==> src/rtl/bcast_rx_pkg.sv <==
package bcast_rx_pkg;
  localparam int PKT_LEN = 17;
  localparam int OSR     = 16;
  localparam int ADDR_W  = $clog2(PKT_LEN);
  localparam int ETX_IDX = PKT_LEN - 2;
  localparam int BCC_IDX = PKT_LEN - 1;
  localparam logic [7:0] MARK_HEAD = 8'h02;
  localparam logic [7:0] MARK_TAIL = 8'h03;

  typedef enum logic [1:0] {RX_IDLE, RX_START, RX_DATA, RX_STOP} rx_state_e;
  typedef enum logic {FR_HUNT, FR_COLLECT} fr_state_e;

  // running block check: fold one byte into the accumulator
  function automatic logic [7:0] bcc_step(input logic [7:0] acc, input logic [7:0] b);
    return acc ^ b;
  endfunction

  // bit time expressed in oversampling ticks
  function automatic int bit_ticks(input int nbits);
    return nbits * OSR;
  endfunction
endpackage

==> src/rtl/bcast_tick_gen.sv <==
module bcast_tick_gen #(
  parameter int DIV = 326
) (
  input  logic clk,
  input  logic rst_n,
  output logic tick
);
  localparam int CW = (DIV > 1) ? $clog2(DIV) : 1;
  logic [CW-1:0] cnt;

  always_ff @(posedge clk) begin
    if (!rst_n) begin
      cnt  <= '0;
      tick <= 1'b0;
    end else if (cnt == CW'(DIV - 1)) begin
      cnt  <= '0;
      tick <= 1'b1;
    end else begin
      cnt  <= cnt + 1'b1;
      tick <= 1'b0;
    end
  end
endmodule

==> src/rtl/bcast_uart_rx.sv <==
module bcast_uart_rx
  import bcast_rx_pkg::*;
(
  input  logic       clk,
  input  logic       rst_n,
  input  logic       tick,
  input  logic       rx_line,
  output logic       byte_vld,
  output logic [7:0] byte_data,
  output logic       stop_err,
  output logic       busy
);
  localparam int HALF = OSR / 2;

  rx_state_e  state;
  logic [1:0] sync;
  logic [3:0] sub;
  logic [2:0] nbit;
  logic       line;

  assign line = sync[1];
  assign busy = (state != RX_IDLE);

  always_ff @(posedge clk) begin
    if (!rst_n) sync <= 2'b11;
    else        sync <= {sync[0], rx_line};
  end

  always_ff @(posedge clk) begin
    if (!rst_n) begin
      state     <= RX_IDLE;
      sub       <= '0;
      nbit      <= '0;
      byte_data <= '0;
      byte_vld  <= 1'b0;
      stop_err  <= 1'b0;
    end else begin
      byte_vld <= 1'b0;
      stop_err <= 1'b0;
      if (tick) begin
        unique case (state)
          RX_IDLE: if (!line) begin
            state <= RX_START;
            sub   <= '0;
          end
          RX_START: if (sub == 4'(HALF - 1)) begin
            sub   <= '0;
            nbit  <= '0;
            state <= line ? RX_IDLE : RX_DATA;
          end else sub <= sub + 1'b1;
          RX_DATA: if (sub == 4'(OSR - 1)) begin
            sub       <= '0;
            byte_data <= {line, byte_data[7:1]};
            if (nbit == 3'd7) state <= RX_STOP;
            else              nbit  <= nbit + 1'b1;
          end else sub <= sub + 1'b1;
          RX_STOP: if (sub == 4'(OSR - 1)) begin
            sub   <= '0;
            state <= RX_IDLE;
            if (line) byte_vld <= 1'b1;
            else      stop_err <= 1'b1;
          end else sub <= sub + 1'b1;
          default: state <= RX_IDLE;
        endcase
      end
    end
  end
endmodule

==> src/rtl/bcast_framer.sv <==
module bcast_framer
  import bcast_rx_pkg::*;
#(
  parameter int ERR_W    = 8,
  parameter int GAP_BITS = 20
) (
  input  logic              clk,
  input  logic              rst_n,
  input  logic              tick,
  input  logic              byte_vld,
  input  logic [7:0]        byte_data,
  input  logic              stop_err,
  input  logic              rx_busy,
  input  logic              pkt_ack,
  input  logic [ADDR_W-1:0] rd_addr,
  output logic [7:0]        rd_data,
  output logic              pkt_ready,
  output logic              overrun,
  output logic [ERR_W-1:0]  err_count,
  output logic              evt_good,
  output logic              evt_bad,
  output logic              evt_abort
);
  localparam int GAP_TICKS = bit_ticks(GAP_BITS);
  localparam int GW        = $clog2(GAP_TICKS + 1);
  localparam int PW        = $clog2(PKT_LEN - 1);

  fr_state_e         fr_state;
  logic [ADDR_W-1:0] idx;
  logic [7:0]        acc;
  logic [GW-1:0]     gap_cnt;
  logic [7:0]        pri [PKT_LEN-1];
  logic [7:0]        sec [PKT_LEN];
  logic              in_pkt, at_etx, at_bcc, gap_hit;

  assign in_pkt    = (fr_state == FR_COLLECT);
  assign at_etx    = (idx == ADDR_W'(ETX_IDX));
  assign at_bcc    = (idx == ADDR_W'(BCC_IDX));
  assign gap_hit   = in_pkt && !rx_busy && tick && (gap_cnt == GW'(GAP_TICKS - 1));
  assign evt_good  = in_pkt && byte_vld && at_bcc && (byte_data == acc);
  assign evt_bad   = in_pkt && byte_vld &&
                     ((at_etx && byte_data != MARK_TAIL) || (at_bcc && byte_data != acc));
  assign evt_abort = in_pkt && (stop_err || gap_hit);

  // idle-line watchdog inside a packet
  always_ff @(posedge clk) begin
    if (!rst_n || !in_pkt || rx_busy || byte_vld) gap_cnt <= '0;
    else if (tick)                                gap_cnt <= gap_cnt + 1'b1;
  end

  // packet sequencing and running check
  always_ff @(posedge clk) begin
    if (!rst_n) begin
      fr_state <= FR_HUNT;
      idx      <= '0;
      acc      <= '0;
    end else if (evt_good || evt_bad || evt_abort) begin
      fr_state <= FR_HUNT;
    end else if (byte_vld) begin
      if (!in_pkt) begin
        if (byte_data == MARK_HEAD) begin
          fr_state <= FR_COLLECT;
          idx      <= ADDR_W'(1);
          acc      <= bcc_step(8'h00, byte_data);
        end
      end else begin
        if (idx < ADDR_W'(ETX_IDX)) acc <= bcc_step(acc, byte_data);
        idx <= idx + 1'b1;
      end
    end
  end

  // primary buffer: datapath only
  always_ff @(posedge clk) begin
    if (byte_vld && !at_bcc && (in_pkt || byte_data == MARK_HEAD))
      pri[in_pkt ? idx[PW-1:0] : '0] <= byte_data;
  end

  // secondary buffer and consumer handshake
  always_ff @(posedge clk) begin
    if (!rst_n) begin
      for (int i = 0; i < PKT_LEN; i++) sec[i] <= '0;
      pkt_ready <= 1'b0;
      overrun   <= 1'b0;
    end else if (evt_good) begin
      for (int i = 0; i < BCC_IDX; i++) sec[i] <= pri[i];
      sec[BCC_IDX] <= byte_data;
      pkt_ready    <= 1'b1;
      overrun      <= pkt_ready && !pkt_ack;
    end else if (pkt_ack) begin
      for (int i = 0; i < PKT_LEN; i++) sec[i] <= '0;
      pkt_ready <= 1'b0;
      overrun   <= 1'b0;
    end
  end

  always_ff @(posedge clk) begin
    if (!rst_n)                          err_count <= '0;
    else if (evt_bad && err_count != '1) err_count <= err_count + 1'b1;
  end

  always_comb begin
    rd_data = '0;
    for (int i = 0; i < PKT_LEN; i++)
      if (rd_addr == ADDR_W'(i)) rd_data = sec[i];
  end
endmodule

==> src/rtl/bcast_pkt_rx.sv <==
module bcast_pkt_rx
  import bcast_rx_pkg::*;
#(
  parameter int TICK_DIV = 326,
  parameter int GAP_BITS = 20,
  parameter int ERR_W    = 8
) (
  input  logic              clk,
  input  logic              rst_n,
  input  logic              rx_line,
  input  logic [ADDR_W-1:0] rd_addr,
  output logic [7:0]        rd_data,
  output logic              pkt_ready,
  input  logic              pkt_ack,
  output logic              overrun,
  output logic [ERR_W-1:0]  err_count
);
  logic       tick;
  logic       byte_vld, stop_err, rx_busy;
  logic [7:0] byte_data;
  logic       evt_good, evt_bad, evt_abort;

  bcast_tick_gen #(.DIV(TICK_DIV)) u_tick (
    .clk(clk), .rst_n(rst_n), .tick(tick)
  );

  bcast_uart_rx u_uart (
    .clk(clk), .rst_n(rst_n), .tick(tick), .rx_line(rx_line),
    .byte_vld(byte_vld), .byte_data(byte_data), .stop_err(stop_err), .busy(rx_busy)
  );

  bcast_framer #(.ERR_W(ERR_W), .GAP_BITS(GAP_BITS)) u_framer (
    .clk(clk), .rst_n(rst_n), .tick(tick),
    .byte_vld(byte_vld), .byte_data(byte_data), .stop_err(stop_err), .rx_busy(rx_busy),
    .pkt_ack(pkt_ack), .rd_addr(rd_addr), .rd_data(rd_data),
    .pkt_ready(pkt_ready), .overrun(overrun), .err_count(err_count),
    .evt_good(evt_good), .evt_bad(evt_bad), .evt_abort(evt_abort)
  );
endmodule

==> config.mk <==
export PLATFORM = sky130hd
export DESIGN_NAME = bcast_pkt_rx
export DESIGN_NICKNAME = d
export VERILOG_FILES = /design/src/rtl/bcast_rx_pkg.sv /design/src/rtl/bcast_tick_gen.sv /design/src/rtl/bcast_uart_rx.sv /design/src/rtl/bcast_framer.sv /design/src/rtl/bcast_pkt_rx.sv
export SDC_FILE = /design/constraint.sdc
export NUM_CORES = 1
export LEC_CHECK = 0
export BUFFER_PORTS_ARGS = -buffer_cell sky130_fd_sc_hd__buf_2
export CORE_ASPECT_RATIO = 1.1
export CORE_MARGIN = 10
export CORE_UTILIZATION = 40
export CTS_CLUSTER_SIZE = 16
export DETAILED_ROUTE_END_ITERATION = 10
export PLACE_DENSITY = 0.59
export SYNTH_ARGS = -nofsm -noshare
export SYNTH_HDL_FRONTEND = slang
export SYNTH_SLANG_ARGS = --single-unit
==> constraint.sdc <==
create_clock -name clk -period 9.1 [get_ports clk]
set_input_delay 0.455 -clock clk [delete_from_list [all_inputs] [get_ports clk]]
set_output_delay 0.455 -clock clk [all_outputs]
set_load 0.02 [all_outputs]
==> flow_metrics.tcl, run 1 <==
set metrics [dict create \
    worst_slack_ns 4.99 \
    seqPwrFrac 0.522 \
    cts_setup_buffers 0 \
    area_growth_pct 11.4 \
    critPathLaunchType "flop" \
    io_pins 27 \
    rows 72 \
    ys_seq_area_frac 0.654 \
    fin_worst_skew_ns 0.00984 \
    drt-vias-per-instance 5.41 \
    core_area_sq_mm 0.0350 \
    multi_input_comb_area_sq_mm 0.00450 \
    clkSinkCount 328 \
    met3_length_um 1710 \
    switchingPower_mw 0.643 \
    fill_cells 3160 \
    synth-main-ff-cell "edfxtp_1" \
    path_max_fanout 82 \
    cts_tree "done" \
    ys_seq_elements 328 \
    die_y_um 217 \
    powerDensity_mw_per_mm2 202 \
    finalCritPeriodShare 0.452 \
    h-tree-depth 2 \
    synth.distinct_cells 72 \
    port_buffers 26 \
    rsz0062_at_grt "false" \
    vias 8544 \
    combPwrFrac 0.035 \
    synth-edff-count 264 \
    highest_layer "met4" \
    syn-num-nets 1120 \
    route.met2.wl_um 15400 \
    hold_viol 0 \
    avgSynthCellArea_sq_um 12.8 \
    antenna_found_initial 0 \
    wl_um 32100 \
    tns_ns 0 \
    nNetsFinal 1130 \
    grt_pass1_wl_um 49600 \
    worst_slew_pin_slew_ns 1.24 \
    slew_viol_final 0 \
    track_usage 0.148 \
    grt_pass1_vias 8408 \
    drt-pass1-iter-count 6 \
    min_path_type "primary input to flop" \
    grt.overflow.total 0 \
    ys_warn_count 0 \
    max_cap_violations 0 \
    place_inst 1518 \
    crit_type "flop to flop" \
    floorplan.die_area_sq_mm 0.0431 \
    layout-drive-gt1-share 0.103 \
    initial_core_util 0.403 \
    switching_share 0.203 \
    area.sequential_sq_mm 0.00921 \
    place_area_sq_mm 0.0146 \
    diodes 0 \
    drt-initial-drc-count 680 \
    setup_violations 0 \
    dp_hpwl_um 19300 \
    critPathRequiredTime_ns 9.23 \
    syn_area_sq_mm 0.0141 \
    m1WireLength_um 14000 \
    cts-root-buf "clkbuf_16" \
    netlist_instances 1101 \
    drc_errors 0 \
    final-instance-count-excl-fill 1579 \
    ant_nets 0 \
    p_int_mw 2.52 \
    p_leak_nw 5.52 \
    clk_transition_reported_paths_ns 0.06 \
    gp_congestion 0.796 \
    pre_cts_slack_ns 4.95 \
    async_flop_share 0 \
    die_x_um 199 \
    clock.fmax_ghz 0.243 \
    numCtsBuffers 35 \
    cts_max_path_buffers 3 \
    cp.arrival_ns 4.24 \
    status "completed" \
    whs_ns 0.132 \
    period_needed_ns 4.11 \
    irDropWorstVdd_uv 119 \
    hold_buffers 0 \
    worstSkewPairLatency_ns 0.51 \
    wl_per_cell_um 20.3 \
    cts_resized 0 \
    cp-end-kind "flop" \
    clkPwrFrac 0.444 \
    final_area_sq_mm 0.0157 \
    slew_headroom 0.168 \
    grt_max_degree 136 \
]
logic make-up after synthesis:
kind of cell             after synthesis  share of synthesized area
AO/OA/AOI/OAI                        158                     0.0736
XOR/XNOR                              23                     0.0148
adder cells (fa/ha/maj)               10                    0.00888
buffers and inverters                 84                     0.0284
flip-flops                           328                      0.654
multiplexers                          48                     0.0374
AND/OR/NAND/NOR                      450                      0.183
critical path: stages (launching register included):
cell	delay, ns
dfxtp_1	0.98
xnor2_1	0.20
nand4_1	0.14
or4_1	0.68
nand3b_1	0.17
buf_4	0.58
buf_4	0.92
power groups by stage:
stage / clock network [mW] / registers [mW] / logic (mW)
2_1_floorplan: 0 / 1.68 / 0.0759
3_3_place_gp: 0 / 1.68 / 0.110
3_5_place_dp: 0 / 1.68 / 0.110
4_1_cts: 1.44 / 1.65 / 0.111
5_1_grt: 1.50 / 1.65 / 0.119
6_report: 1.40 / 1.65 / 0.110
final cells by class:
class	count	share of cell area
clock buffer	43	0.0577
clock inverter	18	0.0139
inverter	16	0.00383
multi-input combinational	689	0.287
sequential	328	0.587
tap	444	0.0354
timing repair buffer	41	0.0155
synthesized netlist by cell type, types with 17 or more instances:
| cell | instances | area share |
|---|---|---|
| edfxtp_1 | 264 | 0.56 |
| and2_1 | 140 | 0.062 |
| nor2_1 | 76 | 0.020 |
| dfxtp_1 | 64 | 0.091 |
| nand2_1 | 56 | 0.015 |
| mux2i_1 | 38 | 0.027 |
| a21oi_1 | 37 | 0.013 |
| clkbuf_1 | 34 | 0.0091 |
| nand3_1 | 32 | 0.011 |
| o21ai_0 | 27 | 0.0096 |
| nand4_1 | 23 | 0.010 |
| buf_2 | 20 | 0.0071 |
| nand2b_1 | 20 | 0.0089 |
| a31oi_1 | 19 | 0.0084 |
| nor3_1 | 17 | 0.0060 |
metal layers:
layer / vias to the layer above / global-route usage
met4: 0 / 0.0585
met5: - / 0
met2: 236 / 0.239
met1: 4154 / 0.197
met3: 64 / 0.0235
li1: 4090 / -
cell usage in the layout (no fill, tap or decap), types with 4 or more instances in the layout:
cell type	count
edfxtp_1	264
and2_1	140
nor2_1	76
dfxtp_1	64
nand2_1	56
mux2i_1	38
a21oi_1	37
clkbuf_16	35
nand3_1	32
o21ai_0	27
buf_2	26
nand4_1	23
nand2b_1	20
a31oi_1	19
inv_1	16
buf_4	15
nor3_1	14
o211ai_1	14
nand3b_1	13
nor3b_1	12
xnor2_1	12
and3_1	11
o22ai_1	11
xor2_1	10
ha_1	10
nor2b_1	9
clkbuf_1	8
mux2_2	7
clkinv_2	7
a221oi_1	6
nor4b_1	5
nor4bb_1	5
bufinv_16	5
or3_1	4
a211o_1	4
a22oi_1	4
a211oi_1	4
state kept, by name (all words and copies together), names as in the netlist, 2 cells and up, named ones only:
name,cells
u_uart.sync,2
u_uart.nbit,3
u_framer.acc,8
u_framer.sec,136
u_framer.pri,128
u_tick.cnt,9
u_uart.byte_data,8
u_framer.err_count,8
u_framer.idx,5
u_framer.gap_cnt,9
u_uart.sub,4
worst paths after layout:
path	from	to	slack [ns]	cells after the start
hold reg to reg	u_uart.sync[0]$_SDFF_PN1_	u_uart.sync[1]$_SDFF_PN1_	0.41	1
hold / removal	rx_line	u_uart.sync[0]$_SDFF_PN1_	0.13	2
setup reg to reg	u_uart.byte_data[3]$_SDFFE_PN0P_	u_framer.sec[0][82]$_SDFFCE_PP0P_	4.99	6
setup / recovery	u_uart.byte_data[3]$_SDFFE_PN0P_	u_framer.sec[0][82]$_SDFFCE_PP0P_	4.99	6
stage by stage:
stage	total power, mW	utilization
2_1_floorplan	1.76	-
3_3_place_gp	1.79	0.417
3_5_place_dp	1.79	0.417
4_1_cts	3.20	0.449
5_1_grt	3.27	0.449
6_report	3.17	0.449
Power figures use the tool's default switching activity.
==> run 2: changes to the inputs <==
--- a/config.mk
+++ b/config.mk
@@ -11,7 +11,7 @@
 export CORE_UTILIZATION = 40
 export CTS_CLUSTER_SIZE = 16
 export DETAILED_ROUTE_END_ITERATION = 10
-export PLACE_DENSITY = 0.59
+export PLACE_DENSITY = 0.61
 export SYNTH_ARGS = -nofsm -noshare
 export SYNTH_HDL_FRONTEND = slang
 export SYNTH_SLANG_ARGS = --single-unit
==> constraint.sdc (replaced) <==
create_clock -name clk -period 3.78 [get_ports clk]
set_input_delay 0.189 -clock clk [delete_from_list [all_inputs] [get_ports clk]]
set_output_delay 0.189 -clock clk [all_outputs]
set_load 0.02 [all_outputs]
==> run 2 against run 1 <==
Count of clock-buffer cells in the layout is 3 higher. Worst setup slack got worse by 4.1 ns. Total power is 140% higher. Register-to-register slack got worse by 4.1 ns. Via count grew 2.0%. Wire length shrank 0.81%. Cell count is 1.5% higher. Highest routed layer unchanged. Largest cell class unchanged. Core utilization grew 0.61 points. First-iteration DRC count up 2.6%. Non-clock buffer count is 19 higher. Clock skew grew 0.014 ns.
==> flow_metrics.tcl, run 2 (synthesis gave the netlist of run 1 again) <==
set metrics [dict create \
    critPathRequiredTime_ns 3.93 \
    nNetsFinal 1151 \
    final_common_cell "edfxtp_1" \
    hold_buffers 2 \
    cts_max_path_buffers 3 \
    drt-vias-per-instance 5.44 \
    switchingPower_mw 1.60 \
    numCtsBuffers 37 \
    area.sequential_sq_mm 0.00923 \
    mostFrequentLayoutCells "edfxtp_1 (264), and2_1 (140), nor2_1 (76)" \
    ant_nets 0 \
    path_max_fanout 136 \
    worst_slew_pin_slew_ns 1.16 \
    die_y_um 217 \
    die_x_um 199 \
    multi_input_comb_area_sq_mm 0.00448 \
    period_needed_ns 2.93 \
    largest_reg_flops 136 \
    slew_headroom 0.223 \
    min_path_type "primary input to flop" \
    grt_pass1_vias 8398 \
    p_leak_nw 5.63 \
    tns_ns 0 \
    final_area_sq_mm 0.0159 \
    max_cap_violations 0 \
    cp.arrival_ns 3.08 \
    regMostFlops "u_framer.sec" \
    worstSkewPairLatency_ns 0.52 \
    dp_hpwl_um 19300 \
    total_power_mw 7.65 \
    place_area_sq_mm 0.0147 \
    cts_tree "done" \
    rsz0062_at_grt "false" \
    core_area_sq_mm 0.0350 \
    io_pins 27 \
    wl_per_cell_um 19.8 \
    crit_type "flop to flop" \
    powerDensity_mw_per_mm2 481 \
    drt-pass1-iter-count 5 \
    clock.fmax_ghz 0.341 \
    cts_resized 0 \
    layout-drive-gt1-share 0.124 \
    seqPwrFrac 0.519 \
    grt_pass1_wl_um 49000 \
    vias 8717 \
    grt.overflow.total 0 \
    area_growth_pct 12.9 \
    diodes 0 \
    port_buffers 26 \
    drc_errors 0 \
    grt_max_degree 137 \
    fill_cells 3161 \
    fin_worst_skew_ns 0.0234 \
    antenna_found_initial 0 \
    rows 72 \
    finalCritPeriodShare 0.775 \
    irDropWorstVdd_uv 330 \
    critPathLaunchType "flop" \
    slew_viol_final 0 \
    floorplan.die_area_sq_mm 0.0431 \
    final-instance-count-excl-fill 1603 \
    clkPwrFrac 0.445 \
    place_inst 1535 \
    wl_um 31800 \
    clkSinkCount 328 \
    clk_transition_reported_paths_ns 0.06 \
    drt-initial-drc-count 698 \
    gp_congestion 0.816 \
    hold_viol 0 \
    switching_share 0.210 \
    cts-root-buf "clkbuf_16" \
    status "completed" \
    cp-end-kind "flop" \
    track_usage 0.146 \
    initial_core_util 0.403 \
    p_int_mw 6.05 \
    h-tree-depth 2 \
    combPwrFrac 0.036 \
    cts_setup_buffers 0 \
    setup_violations 0 \
]
==> run 2: worst max-delay path, stage by stage, from the launching register on <==
cell and delay [ns]:
dfxtp_2 0.71, xnor2_1 0.19, nand4_1 0.15, or4_1 0.67
nand3b_1 0.21, buf_12 0.55
==> run 2: power groups by stage <==
stage	Sequential (mW)	Combinational [mW]	Clock, mW
4_1_cts	3.97	0.276	3.47
3_5_place_dp	4.05	0.274	0
3_3_place_gp	4.05	0.271	0
2_1_floorplan	4.05	0.183	0
5_1_grt	3.98	0.297	3.61
6_report	3.97	0.275	3.40
==> run 2: area by class of cell <==
type,instances,area share
well taps,444,0.0349
clock inverters,20,0.0116
repair buffers,60,0.0269
multi-input cells,689,0.282
flip-flops and latches,328,0.580
inverters,16,0.00378
clock buffers,46,0.0604
==> run 2: per-layer routing <==
layer  global-route usage  wire, um  part of all wire
met4               0.0570      1070             0.034
met1                0.197     14100              0.44
met3               0.0230      1750             0.055
met5                    0         0                 0
met2                0.229     14900              0.47
==> run 2: metrics by stage <==
| step | utilization | hold WS, ns | worst slack (ns) |
|---|---|---|---|
| floorplan | - | 0.266 | -1.64 |
| global placement | 0.422 | 0.372 | 0.900 |
| detailed placement | 0.422 | 0.379 | 0.827 |
| CTS | 0.455 | 0.225 | 0.816 |
| global route | 0.455 | 0.268 | 0.694 |
| finish | 0.455 | 0.240 | 0.849 |
==> run 2: final timing paths <==
| path | startpoint | endpoint | slack [ns] | cells after the start |
|---|---|---|---|---|
| hold reg to reg | u_uart.sync[0]$_SDFF_PN1_ | u_uart.sync[1]$_SDFF_PN1_ | 0.40 | 1 |
| setup / recovery | u_uart.byte_data[6]$_SDFFE_PN0P_ | u_framer.sec[0][98]$_SDFFCE_PP0P_ | 0.85 | 5 |
| setup reg to reg | u_uart.byte_data[6]$_SDFFE_PN0P_ | u_framer.sec[0][98]$_SDFFCE_PP0P_ | 0.85 | 5 |
| hold / removal | rst_n | u_uart.sync[0]$_SDFF_PN1_ | 0.24 | 3 |
